<file path="config.mk">
export PLATFORM = sky130hd
export DESIGN_NAME = fsk_tag_emulator
export DESIGN_NICKNAME = d
export VERILOG_FILES = /design/src/rtl/fsk_pkg.sv /design/src/rtl/fsk_unit_gen.sv /design/src/rtl/fsk_frame_seq.sv /design/src/rtl/fsk_tag_emulator.sv
export SDC_FILE = /design/constraint.sdc
export NUM_CORES = 1
export LEC_CHECK = 0
export BUFFER_PORTS_ARGS = -buffer_cell sky130_fd_sc_hd__buf_2
export CORE_ASPECT_RATIO = 1.4
export CORE_MARGIN = 3
export CORE_UTILIZATION = 57
export CTS_CLUSTER_SIZE = 40
export DETAILED_ROUTE_END_ITERATION = 16
export GPL_ROUTABILITY_DRIVEN = 0
export GPL_TIMING_DRIVEN = 0
export PLACE_DENSITY = 0.8
export REMOVE_ABC_BUFFERS = 1
export SKIP_CTS_REPAIR_TIMING = 1
export SYNTH_ARGS = -nofsm -noshare
export SYNTH_HDL_FRONTEND = slang
export SYNTH_HIERARCHICAL = 1
export SYNTH_SLANG_ARGS = --single-unit
</file>
<file path="constraint.sdc">
create_clock -name clk -period 6.3 [get_ports clk]
set_input_delay 1.26 -clock clk [delete_from_list [all_inputs] [get_ports clk]]
set_output_delay 1.26 -clock clk [all_outputs]
set_load 0.1 [all_outputs]
</file>
<file path="src/rtl/fsk_pkg.sv">
package fsk_pkg;
  typedef enum logic [1:0] {
    EL_SEP   = 2'd0,
    EL_SHORT = 2'd1,
    EL_LONG  = 2'd2
  } elem_e;

  typedef enum logic [1:0] {
    SEG_PRE  = 2'd0,
    SEG_MARK = 2'd1,
    SEG_SEP  = 2'd2,
    SEG_BIT  = 2'd3
  } seg_e;
endpackage

</file>
<file path="src/rtl/fsk_unit_gen.sv">
module fsk_unit_gen
  import fsk_pkg::*;
#(
  parameter int SHORT_LEN  = 8,
  parameter int SHORT_HIGH = 2,
  parameter int SHORT_REPS = 6,
  parameter int LONG_LEN   = 10,
  parameter int LONG_HIGH  = 3,
  parameter int LONG_REPS  = 5
) (
  input  logic  clk,
  input  logic  rst,
  input  logic  restart,
  input  logic  step,
  input  elem_e kind,
  output logic  sample,
  output logic  elem_last
);
  localparam int MAXLEN  = (LONG_LEN > SHORT_LEN) ? LONG_LEN : SHORT_LEN;
  localparam int MAXREPS = (LONG_REPS > SHORT_REPS) ? LONG_REPS : SHORT_REPS;
  localparam int PW = $clog2(MAXLEN);
  localparam int RW = $clog2(MAXREPS + 1);

  logic [PW-1:0] pos;
  logic [RW-1:0] rep;
  logic [PW-1:0] len_m1;
  logic [PW-1:0] high_n;
  logic [RW-1:0] reps_m1;

  always_comb begin
    unique case (kind)
      EL_LONG: begin
        len_m1  = PW'(LONG_LEN - 1);
        high_n  = PW'(LONG_HIGH);
        reps_m1 = RW'(LONG_REPS - 1);
      end
      EL_SHORT: begin
        len_m1  = PW'(SHORT_LEN - 1);
        high_n  = PW'(SHORT_HIGH);
        reps_m1 = RW'(SHORT_REPS - 1);
      end
      default: begin
        len_m1  = PW'(SHORT_LEN - 1);
        high_n  = PW'(SHORT_HIGH);
        reps_m1 = '0;
      end
    endcase
    sample    = (pos < high_n);
    elem_last = (pos == len_m1) && (rep == reps_m1);
  end

  always_ff @(posedge clk) begin
    if (rst || restart) begin
      pos <= '0;
      rep <= '0;
    end else if (step) begin
      if (pos == len_m1) begin
        pos <= '0;
        rep <= elem_last ? '0 : rep + 1'b1;
      end else begin
        pos <= pos + 1'b1;
      end
    end
  end

  // position inside a unit and repetition count stay within the current symbol
  assert_pos_range_R4: assert property (@(posedge clk) disable iff (rst)
    (pos <= len_m1) && (rep <= reps_m1));
endmodule

</file>
<file path="src/rtl/fsk_frame_seq.sv">
module fsk_frame_seq
  import fsk_pkg::*;
#(
  parameter int ID_W     = 44,
  parameter int GROUP    = 4,
  parameter int MARK_LEN = 8,
  parameter logic [MARK_LEN-1:0] MARK_PAT = 8'b1011_1000
) (
  input  logic            clk,
  input  logic            rst,
  input  logic            restart,
  input  logic            advance,
  input  logic [ID_W-1:0] id,
  output elem_e           kind
);
  localparam int MW = (MARK_LEN > 1) ? $clog2(MARK_LEN) : 1;
  localparam int BW = $clog2(ID_W);
  localparam int GW = $clog2(GROUP);

  seg_e          seg;
  logic [MW-1:0] midx;
  logic [BW-1:0] bidx;
  logic          half;

  function automatic logic grp_head(input logic [BW-1:0] b);
    return b[GW-1:0] == {GW{1'b1}};
  endfunction

  always_comb begin
    unique case (seg)
      SEG_MARK: kind = MARK_PAT[midx] ? EL_LONG : EL_SHORT;
      SEG_BIT:  kind = (id[bidx] ^ half) ? EL_LONG : EL_SHORT;
      default:  kind = EL_SEP;
    endcase
  end

  always_ff @(posedge clk) begin
    if (rst || restart) begin
      seg  <= SEG_PRE;
      midx <= '0;
      bidx <= BW'(ID_W - 1);
      half <= 1'b0;
    end else if (advance) begin
      unique case (seg)
        SEG_PRE: begin
          seg  <= SEG_MARK;
          midx <= '0;
        end
        SEG_MARK: begin
          if (midx == MW'(MARK_LEN - 1)) begin
            seg <= grp_head(BW'(ID_W - 1)) ? SEG_SEP : SEG_BIT;
          end else begin
            midx <= midx + 1'b1;
          end
        end
        SEG_SEP: begin
          seg  <= SEG_BIT;
          half <= 1'b0;
        end
        SEG_BIT: begin
          if (!half) begin
            half <= 1'b1;
          end else begin
            half <= 1'b0;
            if (bidx == '0) begin
              seg  <= SEG_PRE;
              bidx <= BW'(ID_W - 1);
            end else begin
              bidx <= bidx - 1'b1;
              seg  <= grp_head(bidx - 1'b1) ? SEG_SEP : SEG_BIT;
            end
          end
        end
      endcase
    end
  end

  // bit index stays inside the identifier
  assert_bit_range_R6: assert property (@(posedge clk) disable iff (rst)
    bidx <= BW'(ID_W - 1));
  // the second half of a bit only exists in the data segment
  assert_half_R6: assert property (@(posedge clk) disable iff (rst)
    (seg != SEG_BIT) |-> !half);
  // the marker index stays within the marker
  assert_mark_range_R5: assert property (@(posedge clk) disable iff (rst)
    midx <= MW'(MARK_LEN - 1));
endmodule

</file>
<file path="src/rtl/fsk_tag_emulator.sv">
module fsk_tag_emulator
  import fsk_pkg::*;
#(
  parameter int ID_W       = 44,
  parameter int GROUP      = 4,
  parameter int MARK_LEN   = 8,
  parameter logic [MARK_LEN-1:0] MARK_PAT = 8'b1011_1000,
  parameter int SHORT_LEN  = 8,
  parameter int SHORT_HIGH = 2,
  parameter int SHORT_REPS = 6,
  parameter int LONG_LEN   = 10,
  parameter int LONG_HIGH  = 3,
  parameter int LONG_REPS  = 5
) (
  input  logic            clk,
  input  logic            rst,
  input  logic            carrier_in,
  input  logic [ID_W-1:0] id_in,
  input  logic            start,
  input  logic            stop,
  output logic            coil_out
);
  logic            car_q;
  logic            running;
  logic            stop_pend;
  logic [ID_W-1:0] id_r;
  logic            coil_r;

  logic  car_edge;
  logic  restart;
  logic  stop_now;
  logic  step;
  logic  sample;
  logic  elem_last;
  elem_e kind;

  assign car_edge = carrier_in & ~car_q;
  assign restart  = start & ~running;
  assign stop_now = stop | stop_pend;
  assign step     = running & car_edge & ~stop_now;
  assign coil_out = coil_r;

  fsk_frame_seq #(
    .ID_W(ID_W), .GROUP(GROUP), .MARK_LEN(MARK_LEN), .MARK_PAT(MARK_PAT)
  ) u_seq (
    .clk(clk), .rst(rst), .restart(restart),
    .advance(step & elem_last), .id(id_r), .kind(kind)
  );

  fsk_unit_gen #(
    .SHORT_LEN(SHORT_LEN), .SHORT_HIGH(SHORT_HIGH), .SHORT_REPS(SHORT_REPS),
    .LONG_LEN(LONG_LEN), .LONG_HIGH(LONG_HIGH), .LONG_REPS(LONG_REPS)
  ) u_unit (
    .clk(clk), .rst(rst), .restart(restart), .step(step),
    .kind(kind), .sample(sample), .elem_last(elem_last)
  );

  always_ff @(posedge clk) begin
    if (rst) begin
      car_q     <= 1'b0;
      running   <= 1'b0;
      stop_pend <= 1'b0;
      id_r      <= '0;
      coil_r    <= 1'b1;
    end else begin
      car_q <= carrier_in;
      if (restart) begin
        running   <= 1'b1;
        id_r      <= id_in;
        stop_pend <= 1'b0;
      end else if (running) begin
        if (car_edge) begin
          if (stop_now) begin
            running   <= 1'b0;
            stop_pend <= 1'b0;
            coil_r    <= 1'b1;
          end else begin
            coil_r <= sample;
          end
        end else if (stop) begin
          stop_pend <= 1'b1;
        end
      end
    end
  end

  // coil open whenever idle
  assert_idle_open_R1: assert property (@(posedge clk) disable iff (rst)
    !running |-> coil_r);
  // output moves only after a carrier rising edge
  assert_hold_R2: assert property (@(posedge clk) disable iff (rst)
    !car_edge |=> $stable(coil_r));
  // a stop seen at an edge halts with the coil open
  assert_stop_R10: assert property (@(posedge clk) disable iff (rst)
    (running && car_edge && stop_now) |=> (!running && coil_r));
  // captured identifier is held while running
  assert_id_hold_R9: assert property (@(posedge clk) disable iff (rst)
    running |=> $stable(id_r));
endmodule

</file>
==> Word level (Yosys, flattened, before mapping) <==
Memories as Yosys holds them, arrays and structs flattened. A register that Yosys moved wholly into a read port is not among the register bits.
Cells that the tools add are included.
{ "word_totals": {"memories": 1, "register_bits": 67, "elab_cells": 89, "rom_bits": 8} }
{ "mem_list": {"columns": ["memory", "words", "word_bits", "rd", "rd_clocked_by_memory_dff", "write_ports", "line", "text"], "rows": [
  ["(name not given)", 8, 1, 1, 1, 0, "fsk_frame_seq.sv:31", "SEG_MARK: kind = MARK_PAT[midx] ? EL_LONG : EL_SHORT;"]
]} }
{ "classes": {"n_lt_le_gt_ge": 3, "add_sub_neg": 4, "eq_ne": 13, "n_mux": 31, "bitwise_logic": 11, "reduce_logical": 15} }
{ "ops": {"columns": ["operator", "count"], "rows": [
  ["$reduce_and 3->1", 5],
  ["$mux 1", 13],
  ["$mux 3", 4],
  ["$pmux 3 s2", 2],
  ["$mux 2", 5],
  ["$eq 2x2->1 const B", 4],
  ["$mux 4", 2],
  ["$pmux 2 s4", 1],
  ["$lt 6x7->1 const B", 1],
  ["$add 3x1->3 const B", 2],
  ["$bmux 1 s6", 1],
  ["$logic_not 6->1", 1],
  ["$mux 6", 1],
  ["$ne 2x1->1 const B", 3],
  ["$reduce_bool 2->1", 3],
  ["$sub 6x1->6 const B", 1],
  ["$and 1x1->1", 5],
  ["$add 4x1->4 const B", 1],
  ["$eq 2x1->1 const B", 2],
  ["$eq 4x4->1", 1],
  ["$lt 3x4->1 const B", 1],
  ["$lt 4x2->1", 1],
  ["$not 1->1", 4],
  ["$pmux 2 s2", 1],
  ["other kinds (11)", 12]
]} }

==> Depth between registers and ports, before layout <==
{ "depth": {"depth_word": 13, "ltp_mapped": 18, "depth_no_buf": 16} }

==> Modules after synthesis <==
Netlist, hierarchy kept.
{ "modules_own_cells": {"columns": ["mod", "area_per_inst_um2", "cells_per_inst", "n_inst"], "rows": [
  ["fsk_tag_emulator", 1906.8, 210, 1],
  ["fsk_frame_seq", 1031.0, 110, 1],
  ["fsk_unit_gen", 473.0, 55, 1]
]} }

==> Least setup slack after synthesis <==
No wires, ideal clock.
{ "synth_timing": {"path_type": "flip-flop to flip-flop", "from": "register u_seq.bidx[3]", "to": "register u_seq.bidx[5]", "period_less_slack_ns": 4.412, "arrival_ns": 4.297, "setup_slack_ns": 1.888, "n_path_buf": 1, "t_required_ns": 6.185, "stages_incl_launch_ff": 18, "path_cell_list": "dfxtp_1 clkbuf_1 mux4_2 mux4_2 or2_1 a211o_1 and4_1 inv_1 ha_1 xnor2_1 nor3_1 nor2b_1 and2_1 nand4_1 or4_1 or3_1 xor2_1 nand2_1"} }
{ "synth_between": {"elab_chain_len": 11} }
{ "synth_lines": {"columns": ["item", "line", "text"], "rows": [
  ["start: declaration", "fsk_frame_seq.sv:22", "logic [BW-1:0] bidx;"],
  ["start signal: assignment", "fsk_frame_seq.sv:41", "bidx <= BW'(ID_W - 1);"],
  ["start signal: assignment", "fsk_frame_seq.sv:67", "bidx <= BW'(ID_W - 1);"],
  ["start signal: assignment", "fsk_frame_seq.sv:69", "bidx <= bidx - 1'b1;"],
  ["$bmux 1 s6 *", "fsk_frame_seq.sv:32", "SEG_BIT: kind = (id[bidx] ^ half) ? EL_LONG : EL_SHORT;"],
  ["$mux 1 (not written as such) *", "fsk_frame_seq.sv:32", null],
  ["$xor 1x1->1 *", "fsk_frame_seq.sv:32", null],
  ["$mux 2 *", "fsk_frame_seq.sv:32", null],
  ["$pmux 2 s2 *", "fsk_frame_seq.sv:30", "unique case (seg)"],
  ["named net kind[0]", "fsk_tag_emulator.sv:35", "elem_e kind;"],
  ["$eq 2x1->1 / $eq 2x2->1 (equally long branches)", "fsk_unit_gen.sv:31", "unique case (kind)"],
  ["$pmux 3 s2 / $mux 4 (equally long branches)", "fsk_unit_gen.sv:31", null],
  ["$eq 3x3->1 / $eq 4x4->1 (equally long branches)", "fsk_unit_gen.sv:49", "elem_last = (pos == len_m1) && (rep == reps_m1);"],
  ["$logic_and 1x1->1 *", "fsk_unit_gen.sv:49", null],
  ["named net elem_last", "fsk_tag_emulator.sv:34", "logic elem_last;"],
  ["$and 1x1->1 *", "fsk_tag_emulator.sv:47", ".advance(step & elem_last), .id(id_r), .kind(kind)"],
  ["$reduce_and 3->1 (no line) *", null, null]
]} }
The timed path passes the listed nets; every way through them passes the cells marked *. The select of a mux whose other input is x is not followed.
A chain may end at the register's enable or synchronous reset.

==> Worst setup path in the final report <==
{ "layout_timing": {"from": "register u_seq.bidx[1]", "to": "register u_seq.bidx[5]"} }
The elaborated chain is that of the path after synthesis.

==> metrics.cfg <==
[die]
row_count=32
pin_count=50
die_area_um2=6960
die_h_um=97.5
core-area_um2=5650
die_x_um=71.4
start_util_pct=60.4

[run]
drv_cap=0

[detailed_routing]
routed_wl_mm=6.41
drtPass1Iterations=4
viasPerCell=5.47
drc=0
vias=2658
first_iter_violations=80
final_antenna_net_count=0
wire_per_inst_um=13.2

[cells_and_area]
final_util_pct=66.7
diodes=0
area_delta_synth_final_pct=10.3
nNetsFinal=470
drive_above_1_share_pct=28.9
layout_commonest_cell=nand2_1
final_cell_mix=nand2_1 (97), dfxtp_1 (68), buf_2 (49)

[global_routing]
grtUsageTotal_pct=19.8
use_met3_pct=4.55
first_global_vias=2672
grt_overflow=0
met2_usage_pct=33.7
grt_pass1_wl_mm=11.3
grt_busiest_layer=met2
antenna_found_initial=0
grt_max_degree=54
grt_use_met1_pct=22.8

[yosys]
synthArstFlopShare_pct=0
yosysUniqueCellTypes=52
synth_top_area_cell=dfxtp_1
syn_inst=375
synth_edf_count=0
synth_top_area_share_pct=39.9
ys_seq_area_share_pct=39.9
ys_warn_count=6
synth_flop_cell=dfxtp_1
ys_ff_latch=68
syn_area_um2=3410
syn_area_per_cell_um2=9.10
synth.area.top_cells=dfxtp_1 (40%), nand2_1 (11%), a21oi_2 (7.4%)

[setup_path]
end_kind=register
crit_end=u_seq/bidx[5]
crit_chain=mux4_1 > mux4_2 > or2_1 > a211o_1 > a31oi_1 > ha_1 > xnor2_1 > nor3_1 > nor2b_1 > and2_1 > nand4_1 > or4_1 > or3_1 > xor2_1 > nand2_1
cp-start-kind=register
crit_cells=15
worstPathRequired_ns=6.53
cp_max_fo=15
path_delay_family=simple AND/OR/NAND/NOR gates
worst-path-buf-inv=0
slowest_delay_ns=0.81
worst-setup-path-type=reg -> reg
crit_path_start=u_seq/bidx[1]
r2r-end=u_seq/bidx[5]
critPathArrivalTime_ns=5.53
r2r_start=u_seq/bidx[1]
cpMaxStageDelayCell=dfxtp_1
r2r_slack_ns=1.0
r2r_cells=15

[outcome]
status=finished clean

[placed_design]
hpwlAfterDp_mm=4.47
numPortBuffers=49

[power]
power.leakage_nw=1.49
p_per_area_nw_per_um2=245
vdd.ir_drop.worst_mv=0.147

[clocking]
clkTransAtPathRegs_ns=0.07
clock_latency_ns=0.34
h-tree-depth=3
clock-sinks=68
clockBufferDepth=2
numCtsBuffers=9
cts_root_buf=clkbuf_8
cts_tree=yes

[timing]
worst_pin_slew_ns=1.22
fin_skew_ns=0.00789
period_share_pct=84.2
final-setup-viol-count=0
rsz0062_at_grt=no
slew_viol_final=0
hold_viol_final=0
tns_ns=0
slew-limit-headroom_pct=18.9
fmaxAchievable_ghz=0.189
fin_crit_ns=5.30
whs_ns=0.454

[hold_path]
hp-class=reg -> reg

==> how the worst min path moves through the flow <==
stage | from | end | cells after the start
floorplan | id_r[22] | id_r[22] | 2
global placement | id_r[25] | id_r[25] | 2
detailed placement | id_r[39] | id_r[39] | 2
CTS | id_r[39] | id_r[39] | 2
global route | id_r[39] | id_r[39] | 2
finish | id_r[22] | id_r[22] | 2
==> cells by family after synthesis <==
| family | Yosys count | synth area share (%) |
|---|---|---|
| adders and majority gates | 8 | 2.93 |
| muxes | 17 | 9.43 |
| buffers and inverters | 31 | 7.01 |
| and+or+nand+nor | 171 | 23.2 |
| DFF | 68 | 39.9 |
| xor gates and xnor gates | 7 | 1.80 |
| AOI/OAI and AO/OA | 73 | 15.7 |
==> where the power goes <==
group	total [mW]	switching [mW]	internal [mW]	leakage, nW
combinational	0.0816	0.0462	0.0354	0.829
clock	0.385	0.164	0.221	0.109
sequential	0.456	0.00871	0.447	0.555
total	0.922	0.218	0.704	1.49
==> metal layers <==
layer / wire [um] / vias to the layer above
li1: - / 1368
met1: 2790 / 1216
met2: 3250 / 57
met3: 217 / 17
met4: 161 / 0
met5: 0 / -
==> cells in the mapped netlist, types with 3 or more instances <==
cell and number:
nand2_1 97, dfxtp_1 68, a21oi_2 29, a21oi_1 24, nor2_1 22, nand3_1 11, nand2_2 9, ha_1 8
inv_1 8, mux4_2 8, clkbuf_1 7, buf_2 5, buf_6 5, nor2b_1 5, mux2i_1 4, xor2_1 4
a211oi_1 3, a31oi_1 3, buf_8 3, mux4_1 3, nand2b_1 3, nand3b_1 3, or2_2 3, or3_1 3
xnor2_1 3
==> through the flow <==
step           power (mW)  worst slack, ns  instance area (um^2)  std cells
2_1_floorplan       0.514             1.63                  3220        353
3_3_place_gp        0.546             1.08                  3550        470
4_1_cts             0.931            0.978                  3760        486
3_5_place_dp        0.548             1.04                  3550        470
5_1_grt             0.963            0.656                  3760        486
6_report            0.922            0.998                  3760        486
==> registers in the layout (all words and copies together) (netlist names), named ones only <==
register,cells
coil_out,1
running,1
u_seq/midx,3
u_unit/rep,3
id_r,44
stop_pend,1
u_unit/pos,4
u_seq/half,1
u_seq/seg,2
u_seq/bidx,6
car_q,1
==> tightest hold or removal path, cell delays in order (launching register included) <==
cell     delay, ns
dfxtp_1       0.31
nand2_1       0.05
a21oi_1       0.05
==> cell type report <==
class	count	area, um^2
fillers	468	1880
repair buffers	49	245
inverters	9	46.3
flip-flops and latches	68	1360
well taps	68	85.1
clock inverters	7	91.3
clock buffers	9	124
multi-input cells	276	1810
Note: power is estimated with default switching activity, not from simulation.
